### src/rtl/shift_pkg.sv
// Package: shared types for the iterative shifter.
// Assumes: nothing beyond IEEE 1800-2017.
package shift_pkg;

    // Control states of the shifter
    typedef enum logic [1:0] {
        ST_IDLE = 2'd0,
        ST_RUN  = 2'd1,
        ST_DONE = 2'd2
    } shift_state_e;

endpackage

### src/rtl/shift_ctrl.sv
// Module: shift_ctrl
// Sequences one request: idle -> run (one step per cycle) -> done.
// Assumes: the datapath reports a zero amount at load and the final step via last_step.
module shift_ctrl
    import shift_pkg::*;
(
    input  logic clk,
    input  logic rst_n,
    input  logic in_valid,
    input  logic amt_zero,
    input  logic last_step,
    input  logic out_ready,
    output logic in_ready,
    output logic out_valid,
    output logic load,
    output logic step
);

    shift_state_e state_q, state_d;

    // Next-state and strobe decode
    always_comb begin
        state_d   = state_q;
        in_ready  = 1'b0;
        out_valid = 1'b0;
        load      = 1'b0;
        step      = 1'b0;
        unique case (state_q)
            ST_IDLE: begin
                in_ready = 1'b1;
                if (in_valid) begin
                    load    = 1'b1;
                    state_d = amt_zero ? ST_DONE : ST_RUN;
                end
            end
            ST_RUN: begin
                step = 1'b1;
                if (last_step) state_d = ST_DONE;
            end
            ST_DONE: begin
                out_valid = 1'b1;
                if (out_ready) state_d = ST_IDLE;
            end
            default: state_d = ST_IDLE;
        endcase
    end

    // State register with synchronous active-low reset
    always_ff @(posedge clk) begin
        if (!rst_n) state_q <= ST_IDLE;
        else        state_q <= state_d;
    end

endmodule

### src/rtl/shift_datapath.sv
// Module: shift_datapath
// Holds the word, direction and remaining step count; moves one bit per step.
// Assumes: load and step are never high together (guaranteed by shift_ctrl).
module shift_datapath #(
    parameter int DATA_W = 8,
    parameter int AMT_W  = 8
) (
    input  logic              clk,
    input  logic              rst_n,
    input  logic              load,
    input  logic              step,
    input  logic [DATA_W-1:0] in_data,
    input  logic [AMT_W-1:0]  in_amt,
    input  logic              in_dir,
    output logic              amt_zero,
    output logic              last_step,
    output logic [DATA_W-1:0] result
);

    localparam int CNT_W = $clog2(DATA_W + 1);

    logic [DATA_W-1:0] word_q;
    logic [CNT_W-1:0]  cnt_q;
    logic              dir_q;
    logic [CNT_W-1:0]  cnt_init;

    // Clamp the amount to the word width: further steps would only shift zeros
    always_comb begin
        if (in_amt >= AMT_W'(DATA_W)) cnt_init = CNT_W'(DATA_W);
        else                          cnt_init = CNT_W'(in_amt);
    end

    assign amt_zero  = (in_amt == '0);
    assign last_step = (cnt_q == CNT_W'(1));
    assign result    = word_q;

    // Word, count and direction registers
    always_ff @(posedge clk) begin
        if (!rst_n) begin
            word_q <= '0;
            cnt_q  <= '0;
            dir_q  <= 1'b0;
        end else if (load) begin
            word_q <= in_data;
            cnt_q  <= cnt_init;
            dir_q  <= in_dir;
        end else if (step) begin
            word_q <= dir_q ? (word_q >> 1) : (word_q << 1);
            cnt_q  <= cnt_q - CNT_W'(1);
        end
    end

endmodule

### src/rtl/iter_shifter.sv
// Module: iter_shifter (top)
// Multi-cycle logical shifter with valid/ready on request and result sides.
// Assumes: one request in flight; latency is min(amount, DATA_W) + 1 cycles.
module iter_shifter #(
    parameter int DATA_W = 8,
    parameter int AMT_W  = 8
) (
    input  logic              clk,
    input  logic              rst_n,
    input  logic              in_valid,
    output logic              in_ready,
    input  logic [DATA_W-1:0] in_data,
    input  logic [AMT_W-1:0]  in_amt,
    input  logic              in_dir,
    output logic              out_valid,
    input  logic              out_ready,
    output logic [DATA_W-1:0] out_data
);

    logic load, step, amt_zero, last_step;

    shift_ctrl u_ctrl (
        .clk       (clk),
        .rst_n     (rst_n),
        .in_valid  (in_valid),
        .amt_zero  (amt_zero),
        .last_step (last_step),
        .out_ready (out_ready),
        .in_ready  (in_ready),
        .out_valid (out_valid),
        .load      (load),
        .step      (step)
    );

    shift_datapath #(.DATA_W(DATA_W), .AMT_W(AMT_W)) u_dp (
        .clk       (clk),
        .rst_n     (rst_n),
        .load      (load),
        .step      (step),
        .in_data   (in_data),
        .in_amt    (in_amt),
        .in_dir    (in_dir),
        .amt_zero  (amt_zero),
        .last_step (last_step),
        .result    (out_data)
    );

endmodule

### config.mk
export PLATFORM = sky130hd
export DESIGN_NAME = iter_shifter
export DESIGN_NICKNAME = d
export VERILOG_FILES = /design/src/rtl/shift_pkg.sv /design/src/rtl/shift_ctrl.sv /design/src/rtl/shift_datapath.sv /design/src/rtl/iter_shifter.sv
export SDC_FILE = /design/constraint.sdc
export NUM_CORES = 1
export LEC_CHECK = 0
export BUFFER_PORTS_ARGS = -buffer_cell sky130_fd_sc_hd__buf_2
export CAP_MARGIN = 0
export CORE_AREA = 8 8 53 55
export CTS_CLUSTER_DIAMETER = 200
export CTS_CLUSTER_SIZE = 28
export DETAILED_ROUTE_END_ITERATION = 7
export DIE_AREA = 0 0 61 63
export PLACE_DENSITY = 0.83
export SKIP_LAST_GASP = 1
export SYNTH_ARGS = -nofsm -noshare
export SYNTH_HDL_FRONTEND = slang
export SYNTH_SLANG_ARGS = --single-unit
### constraint.sdc
create_clock -name clk -period 2.05 [get_ports clk]
set_clock_uncertainty 0.2 [all_clocks]
set_input_delay 0.3075 -clock clk [delete_from_list [all_inputs] [get_ports clk]]
set_output_delay 0.3075 -clock clk [all_outputs]
set_load 0.1 [all_outputs]
**Yosys cells after proc, flatten, opt, wreduce, memory -nomap -nowiden**

Index checks and enable logic that the tools add are counted.

- Shift-type cells: 0
- Add/sub/neg operators: 1
- Multipliers: 0
- $lt $le $gt $ge: 1
- Bitwise operators: 0
- Eq/ne operators: 6
- Muxes and demuxes: 16
- Reductions and logical operators: 4
- Div/mod/pow operators: 0

Operators with widths:

| kind | number |
|---|---|
| $mux 8 | 3 |
| $mux 4 | 3 |
| $ge 8x4->1 const B | 1 |
| $logic_not 8->1 | 1 |
| $mux 2 | 4 |
| $ne 2x2->1 const B | 3 |
| $pmux 2 s3 | 1 |
| $mux 1 | 5 |
| $eq 4x1->1 const B | 1 |
| $sub 4x1->4 const B | 1 |
| $reduce_and 3->1 | 1 |
| $eq 2x1->1 const B | 1 |
| $eq 2x2->1 const B | 1 |
| $logic_not 2->1 | 1 |
| $reduce_bool 2->1 | 1 |

- Bits of input ports: 21
- Memory bits (read-only): 0
- Memories: 0
- Flip-flop bits (word level): 15
- Output and inout bits: 10
- Bits in latches: 0
- Bits in writable memories: 0
- Word-level logic and storage cells: 32

**Longest topological paths before layout**

Gate-level depths: netlist (run 1).

- Depth after elaboration: 4
- Mapped depth: 5
- Mapped depth without buffers: 5

**Cells and area by module**

Synthesis (run 1) repeated with hierarchy kept, for this count alone.

- Cells, all modules: 95
- Area, all modules: 855.8 um2

By module, submodules not included:

| module | area each (um2) | times used | cells an instance | sequential area each (um2) |
|---|---|---|---|---|
| shift_datapath | 726.9 | 1 | 81 | 260.2 |
| shift_ctrl | 128.9 | 1 | 14 | 40.0 |

**Worst setup path after synthesis (run 1)**

OpenSTA, ideal clock, no wires.

- Path kind: register to register
- Start: register u_ctrl.state_q[0]
- End: register u_ctrl.state_q[1]
- Arrival: 2159 ps
- Buffers on the path: 2
- Period minus slack after synthesis: 2575 ps
- Required time: 1634 ps
- Setup slack: -525 ps
- Cell stages (with the launch flop): 5
- Path through: dfxtp_1 -> buf_6 -> clkbuf_1 -> nor2_1 -> a221oi_1

- Cells in the longest elaborated chain, start to end: 3
- Elaborated cells on any way between the ends: 8
- Classes of those cells: eq/ne: 5; mux: 1; reduce/logical: 2

Ends and longest elaborated chain:

| element | RTL line | source |
|---|---|---|
| from (decl) | shift_ctrl.sv:19 | `shift_state_e state_q, state_d;` |
| from (signal assigned) | shift_ctrl.sv:51 | `else state_q <= state_d;` |
| $eq 2x1->1, or another cell as far along | shift_ctrl.sv:28 | `unique case (state_q)` |
| $ne 2x2->1 (no line) | - |  |
| $reduce_and 3->1 (no line) | - |  |

Parallel ways exist; a longest one is shown, timed or not.
A chain may end at the register's enable or synchronous reset.

**Worst setup path after layout (run 1)**

- Start: register u_ctrl.state_q[0]
- End: output in_ready

- Cells in the longest elaborated chain, start to end: 2

Ends and longest elaborated chain:

| element | RTL line | source |
|---|---|---|
| $logic_not 2->1 | shift_ctrl.sv:28 |  |
| $mux 1 | shift_ctrl.sv:28 |  |
| to (decl) | iter_shifter.sv:11 | `output logic in_ready,` |

Every way passes these cells.

==> metrics.txt, run 1 <==
Tot GR Track Use between 10% and 20%; Crit Reg-Reg Endpoint u_ctrl.state_q[1]; Rel. slew slack about two thirds; DRC 0; CP endpoint kind primary output; diode count 0; Sink Count 15; Final setup viols 0; WP buf/inv 2; Primary FF master, synth dfxtp_1; Worst R2R Path Depth 4; first-pass GRT wire length roughly 3.8 mm; MaxCap Viol Count 0; RSZ-0062 raised after global routing no; CP Class register to primary output; library cells used by synthesis 39; Critical Path, Cell by Cell buf_4 -> nor2_2 -> buf_2; DP HPWL approximately 1.8 mm; # nets final 162; Worst EP required around 1.5 ns; highest clock rate 508 MHz; Hold Path Stages 3; htree depth 1; routability cong. around 0.9; Initial DRC Count 22; final antenna-violating net count 0; Synth async-reset ratio 0%; vias in the first global route between 800 and 900; YS warnings 0; full die area 3840 sq um; grt total ovfl 0; TritonCTS buffer count 3; register clock-pin slew on the reported worst setup and hold paths roughly 0.09 ns; CTS root buf clkbuf_4; hold path start in_dir; Mapped Area between 900 and 1000 sq um; hold crit path type input port to register; CP max stage cell buf_2; syn nets roughly 130; Mapped Cells between 100 and 150; mux share of post-synthesis cell area 0%; row count 17; Worst Tran Pin Value between 0.4 and 0.5 ns; Fin Hold WS between 0.05 and 0.06 ns; fin. max-slew vios 0; Final Cycle Share approximately 96%; status completed; critical path's largest stage delay approximately 0.44 ns; I/O Pins 31; simple-gate share of the synthesized area about 30%; LEAKAGE between 0.4 and 0.5 nW; r2r setup slk 0.28 ns; CP delay by family, top buffers and inverters; Sum Neg Setup Slack 0 ns; sequential-to-total area share from yosys stat around a third; average cell area after synthesis 8.49 sq um; initial antenna violation count 0; Synth Area in XOR/XNOR 0.938%; CTS tree built; Core ar. around 2100 sq um; largest net degree at the start of global routing 16; Crit Reg-Reg Startpoint u_ctrl.state_q[0]; Hold Vio Cnt, Final 0; Synth Area in Compound Gates 26.8%; drt pass-1 iters 4; initial core utilization a little under half; Crit Path Max Fanout 10; Vias/cell between 5 and 6; drt total wl 2.31 mm; Hold Crit Endpoint u_dp.dir_q; Longest Clk Path Bufs 2; synth-to-layout area growth 18.6%; layout cells sized above 1 a little under a third; die height approximately 63 um; Peak supply drop around 400 uV; average wire per standard cell about 14 um; largest family of logic cells by synthesized area simple AND/OR/NAND/NOR gates; Post-synth EDFFs 0; Synth Register Bits 15; Worst EP arrival around 1.5 ns; worst skew pair latency approximately 0.29 ns; crit start category register; Pwr Density between 700 and 800 nW/um^2; IO buf count 30; Die X ~61 um; min Tclk post-route around 2.0 ns; routed vias about 900; Synth Area in Adders between 2 and 3%
## per-layer routing
| layer | global-route usage (%) | up-vias | part of all wire [%] |
|---|---|---|---|
| met5 | 0 | - | 0 |
| met4 | 5.25 | 0 | 1.6 |
| met3 | 3.29 | 4 | 7.6 |
| met2 | 19.6 | 28 | 43 |
| met1 | 15.5 | 406 | 47 |
| li1 | - | 464 | - |
## Yosys cell counts (all sizes together), types with 2 or more instances
cell type	n	area (sq um)
nand3	7	35.0
nor2	8	30.0
nor4	3	25.0
a211oi	6	45.0
clkbuf	3	11.3
buf	4	41.3
o31ai	6	45.0
dfxtp	15	300
nand2b	3	18.8
nor2b	9	56.3
ha	2	25.0
a21oi	5	25.0
nand4	2	12.5
a2111oi	2	23.8
a31oi	2	12.5
nand2	8	30.0
a21o	2	15.0
inv	4	15.0
nor3	2	10.0
## logic make-up (layout without fill, tap and decap cells)
group           count (synthesis)  after routing
flops                          15             15
simple gates                   48             48
buf+inv                        11             39
fa+ha+maj                       2              2
compound gates                 33             33
xor+xnor                        1              1
## worst max path at each step
| stage | from | to | slack, ns | cells after the start |
|---|---|---|---|---|
| 3_3_place_gp | u_ctrl.state_q[1] | out_valid | 0.34 | 2 |
| 3_5_place_dp | u_ctrl.state_q[0] | u_ctrl.state_q[1] | 0.31 | 4 |
| 6_report | u_ctrl.state_q[0] | in_ready | 0.08 | 3 |
| 4_1_cts | u_ctrl.state_q[0] | in_ready | 0.07 | 3 |
| 5_1_grt | u_ctrl.state_q[0] | in_ready | 0.0009 | 3 |
| 2_1_floorplan | u_ctrl.state_q[0] | u_ctrl.state_q[1] | -0.003 | 4 |
## state kept, by name (all words and copies together), names as in the netlist
signal and cells:
u_dp.cnt_q 4, u_dp.result 8, u_ctrl.state_q 2, u_dp.dir_q 1
## worst reg2reg max path: cells and delay by family (launching register included)
kind	cells	cell delay, ns
flops	1	0.51
compound gates	1	0.28
buf+inv	1	0.24
simple gates	2	0.45
## layout by cell type, fill, tap and decap left out, types with 2 or more instances in the layout
master	netlist	routed
buf_2	0	29
ha_1	2	2
nor3_1	2	2
clkbuf_4	0	3
nor2b_1	9	8
o31ai_1	6	6
buf_4	1	2
dfxtp_1	15	15
nand2_1	8	8
nand4_1	2	2
a21oi_1	5	5
nor4_1	2	2
a21o_1	2	2
a31oi_1	2	2
nor2_1	8	7
nand2b_1	3	3
a211oi_1	6	6
inv_1	4	4
nand3_1	7	7
## where the power goes
part | switching, mW | total [mW] | internal [mW]
registers | 0.0402 | 0.362 | 0.322
logic | 0.233 | 0.330 | 0.0963
clock network | 0.0957 | 0.171 | 0.0757
## what timing repair did
| action | CTS | global route |
|---|---|---|
| hold buffers | 0 | 0 |
| gates resized for setup | 1 | 0 |
| endpoints found under the setup margin | 1 | 0 |
| setup buffers | 0 | 0 |
## final cells by class
class                   count  area (sq um)
fillers                   219           956
multi-input cells          84           571
flip-flops and latches     15           300
repair buffers             31           160
well taps                  28          35.0
clock buffers               4          26.3
inverters                   4          15.0
## through the flow
step | power (mW) | cell area, sq um | std cells | setup WS [ns] | util (%)
finish | 0.863 | 1110 | 166 | 0.0798 | 53.7
global placement | 0.694 | 1080 | 162 | 0.343 | 52.3
global route | 0.910 | 1110 | 166 | 0.000854 | 53.7
floorplan | 0.636 | 938 | 110 | -0.00288 | -
detailed placement | 0.699 | 1080 | 162 | 0.310 | 52.3
CTS | 0.871 | 1110 | 166 | 0.0670 | 53.7
(Power assumes the default switching activity.)
==> run 2, diff against run 1 <==
- SETUP_SLACK_MARGIN: default -> 0.15
- clock period: 2.05 -> 2.2 ns (I/O delays scaled with it)
==> run 2 against run 1 <==
Sequential power fell by 6.4%; hold slack improved by 0.022 ns; wire length shrank 2.2%; first-iteration DRC count down 23%; final cell count stayed put; sequential share of layout area barely moved; largest power group unchanged; utilization increased by 0.24 points.
==> metrics.txt, run 2 (same netlist as run 1, synthesis figures left out) <==
status completed; first-pass GRT wire length about 3.9 mm; row count 17; final instance area 1110 sq um; Clock power frac between 10% and 20%; TritonCTS buffer count 3; routability cong. 0.862; Sink Count 15; post-route setup slack roughly 0.25 ns; Die X about 61 um; Sum Neg Setup Slack 0 ns; I/O Pins 31; CP Class register to primary output; Tot Pwr around 800 uW; Sw Share a little over two fifths; Worst Tran Pin Value slightly below 0.5 ns; drt total wl about 2.3 mm; max reg flops 8; initial antenna violation count 0; Hold Path Stages 3; CTS root buf clkbuf_4; Longest Clk Path Bufs 2; commonest non-fill, non-tap cell in the layout buf_2; grt total ovfl 0; Pint between 400 and 500 uW; Rel. slew slack between 60% and 70%; Pwr Density slightly above 700 nW/um^2; Psw 345 uW; Crit Path Max Fanout 12; Final Cycle Share approximately nine tenths; DRC 0; htree depth 1; Vias/cell 5.55; worst skew pair latency 0.28 ns; drt pass-1 iters 4; hold crit path type input port to register; full die area 3840 sq um; most frequent cells in the layout buf_2 (28), dfxtp_1 (14), nor2b_1 (8), nand2_1 (8); diode count 0; Peak supply drop ~380 uV; CTS tree built; fin. max-slew vios 0; vias in the first global route 922; Post-CTS Setup Inserts 0; routed vias just over 900; initial core utilization between 40% and 50%; Final setup viols 0; layout cells sized above 1 between 30% and 40%; hold_buf cts 0; largest net degree at the start of global routing 16; Initial DRC Count 17; average wire per standard cell between 10 and 15 um; DP HPWL about 1.8 mm; Core ar. 2060 sq um; Hold Vio Cnt, Final 0; CP endpoint kind primary output; cell count after placement between 150 and 200; Worst R2R Path Depth 4; Fin Hold WS between 0.07 and 0.08 ns; register clock-pin slew on the reported worst setup and hold paths about 0.1 ns; final antenna-violating net count 0; pre-CTS WS ~0.43 ns; Layout Cells excl Fill roughly 170; Worst EP required roughly 1.7 ns; Comb pwr share 38.0%; highest clock rate a little over 500 MHz; Core Util, Final 53.9%; Tot GR Track Use about an eighth; placed inst area between 1000 and 1500 sq um; # nets final 162; synth-to-layout area growth 19.2%; IO buf count 30; LEAKAGE around 0.46 nW; RSZ-0062 raised after global routing no; MaxCap Viol Count 0; crit start category register; Worst EP arrival approximately 1.4 ns; Flop pwr share 42.2%; die height about 63 um; min Tclk post-route ~1.9 ns
run 2: metal layers:
layer / track usage [%] / wire length [um] / share of wire [%]
met4: 4.08 / 8 / 0.35
met3: 3.50 / 164 / 7.2
met2: 20.0 / 1040 / 46
met5: 0 / 0 / 0
met1: 15.2 / 1050 / 46
run 2: what timing repair did:
action / 4_1_cts / 5_1_grt
gates resized for setup: 1 / 2
endpoints found under the setup margin: 1 / 2
gates cloned: 0 / 0
run 2: area by class of cell:
class,instances,area [sq um]
Timing Repair Buffer,31,163
Tap cell,28,35.0
Sequential cell,15,302
Clock buffer,3,22.5
Multi-Input combinational cell,84,571
Clock inverter,1,5.00
Inverter,4,15.0
Fill cell,213,951
run 2: critical path, stage by stage, from the launching register on:
cell and delay (ns):
dfxtp_1 0.58, buf_4 0.23, nor2_2 0.05, clkbuf_4 0.28
run 2: path summary, 6_finish.rpt:
| check | end | start | slack, ns |
|---|---|---|---|
| max reg2reg | u_dp.cnt_q[0] | u_ctrl.state_q[0] | 0.44 |
| max | in_ready | u_ctrl.state_q[0] | 0.25 |
| min | u_dp.dir_q | in_dir | 0.07 |
| min reg2reg | u_dp.result[0] | u_dp.result[0] | 0.28 |
run 2: power by group through the flow:
stage,combinational [mW],sequential (mW),clock [mW]
finish,0.305,0.339,0.159
global route,0.328,0.344,0.180
CTS,0.306,0.339,0.163
detailed placement,0.305,0.345,0
global placement,0.302,0.343,0
floorplan,0.158,0.435,0
==> run 3, diff against run 2 <==
- CORE_AREA: 8 8 53 55 -> 8 8 56 58
- DIE_AREA: 0 0 61 63 -> 0 0 64 66
- PLACE_DENSITY: 0.83 -> 0.78
- clock period: 2.2 -> 1.7 ns (I/O delays scaled with it)
==> run 3 against run 2 <==
Power grew 42%; hold slack lost 0.026 ns; first-iteration DRC count grew to 3.7 times the previous value; sequential share of layout area shrank 2.5 points; non-clock buffer count grew 11; sequential power grew 31%; global-route usage grew 0.15 points; largest cell class unchanged; largest power group is now combinational logic; highest routed layer is now met3.
==> metrics.txt, run 3 (same netlist as run 1, synthesis figures left out) <==
status completed; Hold Path Stages 3; # fillers between 200 and 250; Tot GR Track Use approximately an eighth; Hold Crit Endpoint u_dp.result[3]; Pwr Density just under 900 nW/um^2; grt total ovfl 0; CP endpoint kind primary output; Worst R2R Path Depth 3; Worst Tran Pin Value roughly 0.46 ns; layer with the highest usage met2; Sink Count 15; Worst EP required 1.24 ns; initial core utilization approximately two fifths; vias in the first global route just over 1000; GR Util met3 ~6.8%; r2r setup slk 0.14 ns; largest net degree at the start of global routing 16; DRC 0; register clock-pin slew on the reported worst setup and hold paths ~0.10 ns; # nets final between 150 and 200; Critical Path, Cell by Cell buf_6 -> nor2b_4 -> buf_12; most frequent cells in the layout buf_2 (20), buf_4 (12), dfxtp_2 (11); Crit Reg-Reg Endpoint u_dp.cnt_q[3]; drt total wl 2.57 mm; hold path start in_data[3]; met2 usage between 20% and 30%; Initial DRC Count 63; RSZ-0062 raised after global routing yes; Fin Hold WS 0.0471 ns; DP HPWL approximately 2 mm; layout cells sized above 1 48.3%; critical path's largest stage delay roughly 0.38 ns; final instance area 1310 sq um; Die X around 64 um; storage element area roughly 320 sq um; crit start category register; CTS root buf clkbuf_4; Peak supply drop about 620 uV; Crit Path Max Fanout 7; initial antenna violation count 0; drt pass-1 iters 4; LEAKAGE ~0.54 nW; min Tclk post-route approximately 1.6 ns; WP buf/inv 2; Core ar. around 2300 sq um; Core Util, Final roughly 56%; average wire per standard cell between 10 and 15 um; hold crit path type input port to register; synth-to-layout area growth 40.1%; Worst EP arrival between 1 and 1.5 ns; commonest non-fill, non-tap cell in the layout buf_2; CP Class register to primary output; CP max stage cell dfxtp_4; highest clock rate approximately 640 MHz; CP delay by family, top flip-flops; max reg flops 8; MaxCap Viol Count 0; final antenna-violating net count 0; routability cong. 0.885; fin. max-slew vios 0; placed inst area between 1000 and 1500 sq um; first-pass GRT wire length 4.40 mm; Final setup viols 0; Crit Reg-Reg Startpoint u_dp.cnt_q[1]; TritonCTS buffer count 3; Sum Neg Setup Slack 0 ns; die height about 66 um; critical path depth 3; diode count 0; Vias/cell about 5.5; htree depth 1; IO buf count 30; row count 18; worst skew pair latency ~0.29 ns; I/O Pins 31; Tot Pwr about 1.1 mW; Longest Clk Path Bufs 2; Hold Vio Cnt, Final 0; Final Cycle Share just over 90%; routed vias slightly below 1000; Multi-input gate area around 600 sq um; Rel. slew slack 69.5%; full die area 4220 sq um; met1 Usage GRT between 10 and 15%; CTS tree built
## run 3: changes by cell type in the layout (fill, tap and decap cells not counted), moves of 2 or more
cell / delta
clkbuf_4: +3
buf_6: +3
dfxtp_1: -12
buf_12: +2
buf_4: +10
buf_2: -8
dfxtp_4: +2
dfxtp_2: +10
## run 3: how the worst max path moves through the flow
| stage | start | end | slack (ns) |
|---|---|---|---|
| after global placement | u_ctrl.state_q[0] | u_dp.cnt_q[3] | 0.13 |
| after global routing | u_ctrl.state_q[0] | out_valid | 0.09 |
| after CTS | u_ctrl.state_q[0] | out_valid | 0.14 |
| after detailed placement | u_ctrl.state_q[0] | u_dp.cnt_q[0] | 0.06 |
| final | u_ctrl.state_q[0] | out_valid | 0.14 |
| after floorplan | u_ctrl.state_q[0] | u_ctrl.state_q[1] | 0.11 |
## run 3: where the power goes
part | switching, mW | internal, mW | total [mW]
clock | 0.127 | 0.0875 | 0.214
combinational | 0.303 | 0.177 | 0.480
sequential | 0.0491 | 0.394 | 0.443
## run 3: cell type report
class | instances | area share, %
Multi-Input combinational cell | 84 | 46.0
Timing Repair Buffer | 42 | 23.3
Clock buffer | 3 | 1.72
Inverter | 4 | 1.15
Clock inverter | 1 | 0.383
Tap cell | 30 | 2.87
Sequential cell | 15 | 24.6
## run 3: worst min-delay path, cell delays in order
cell	delay (ns)
buf_2	0.10
nor2_1	0.09
o31ai_1	0.06
## run 3: routing by layer
layer,wire [um],up-vias
met5,0,-
met4,0,0
met3,204,0
met2,1240,31
met1,1130,469
li1,-,488
## run 3: what timing repair did
action | in CTS | in global routing
hold buffers | 1 | 0
pin swaps | 0 | 2
buffers inserted | 4 | 0
endpoints found under the hold margin | 1 | 0
endpoints found under the setup margin | 15 | 16
cloned | 0 | 0
gates resized for setup | 9 | 14
## run 3: per-stage QoR
step / cells / setup WS [ns]
floorplan: 110 / 0.108
global placement: 170 / 0.128
detailed placement: 170 / 0.0626
CTS: 179 / 0.138
global route: 179 / 0.0921
finish: 179 / 0.139
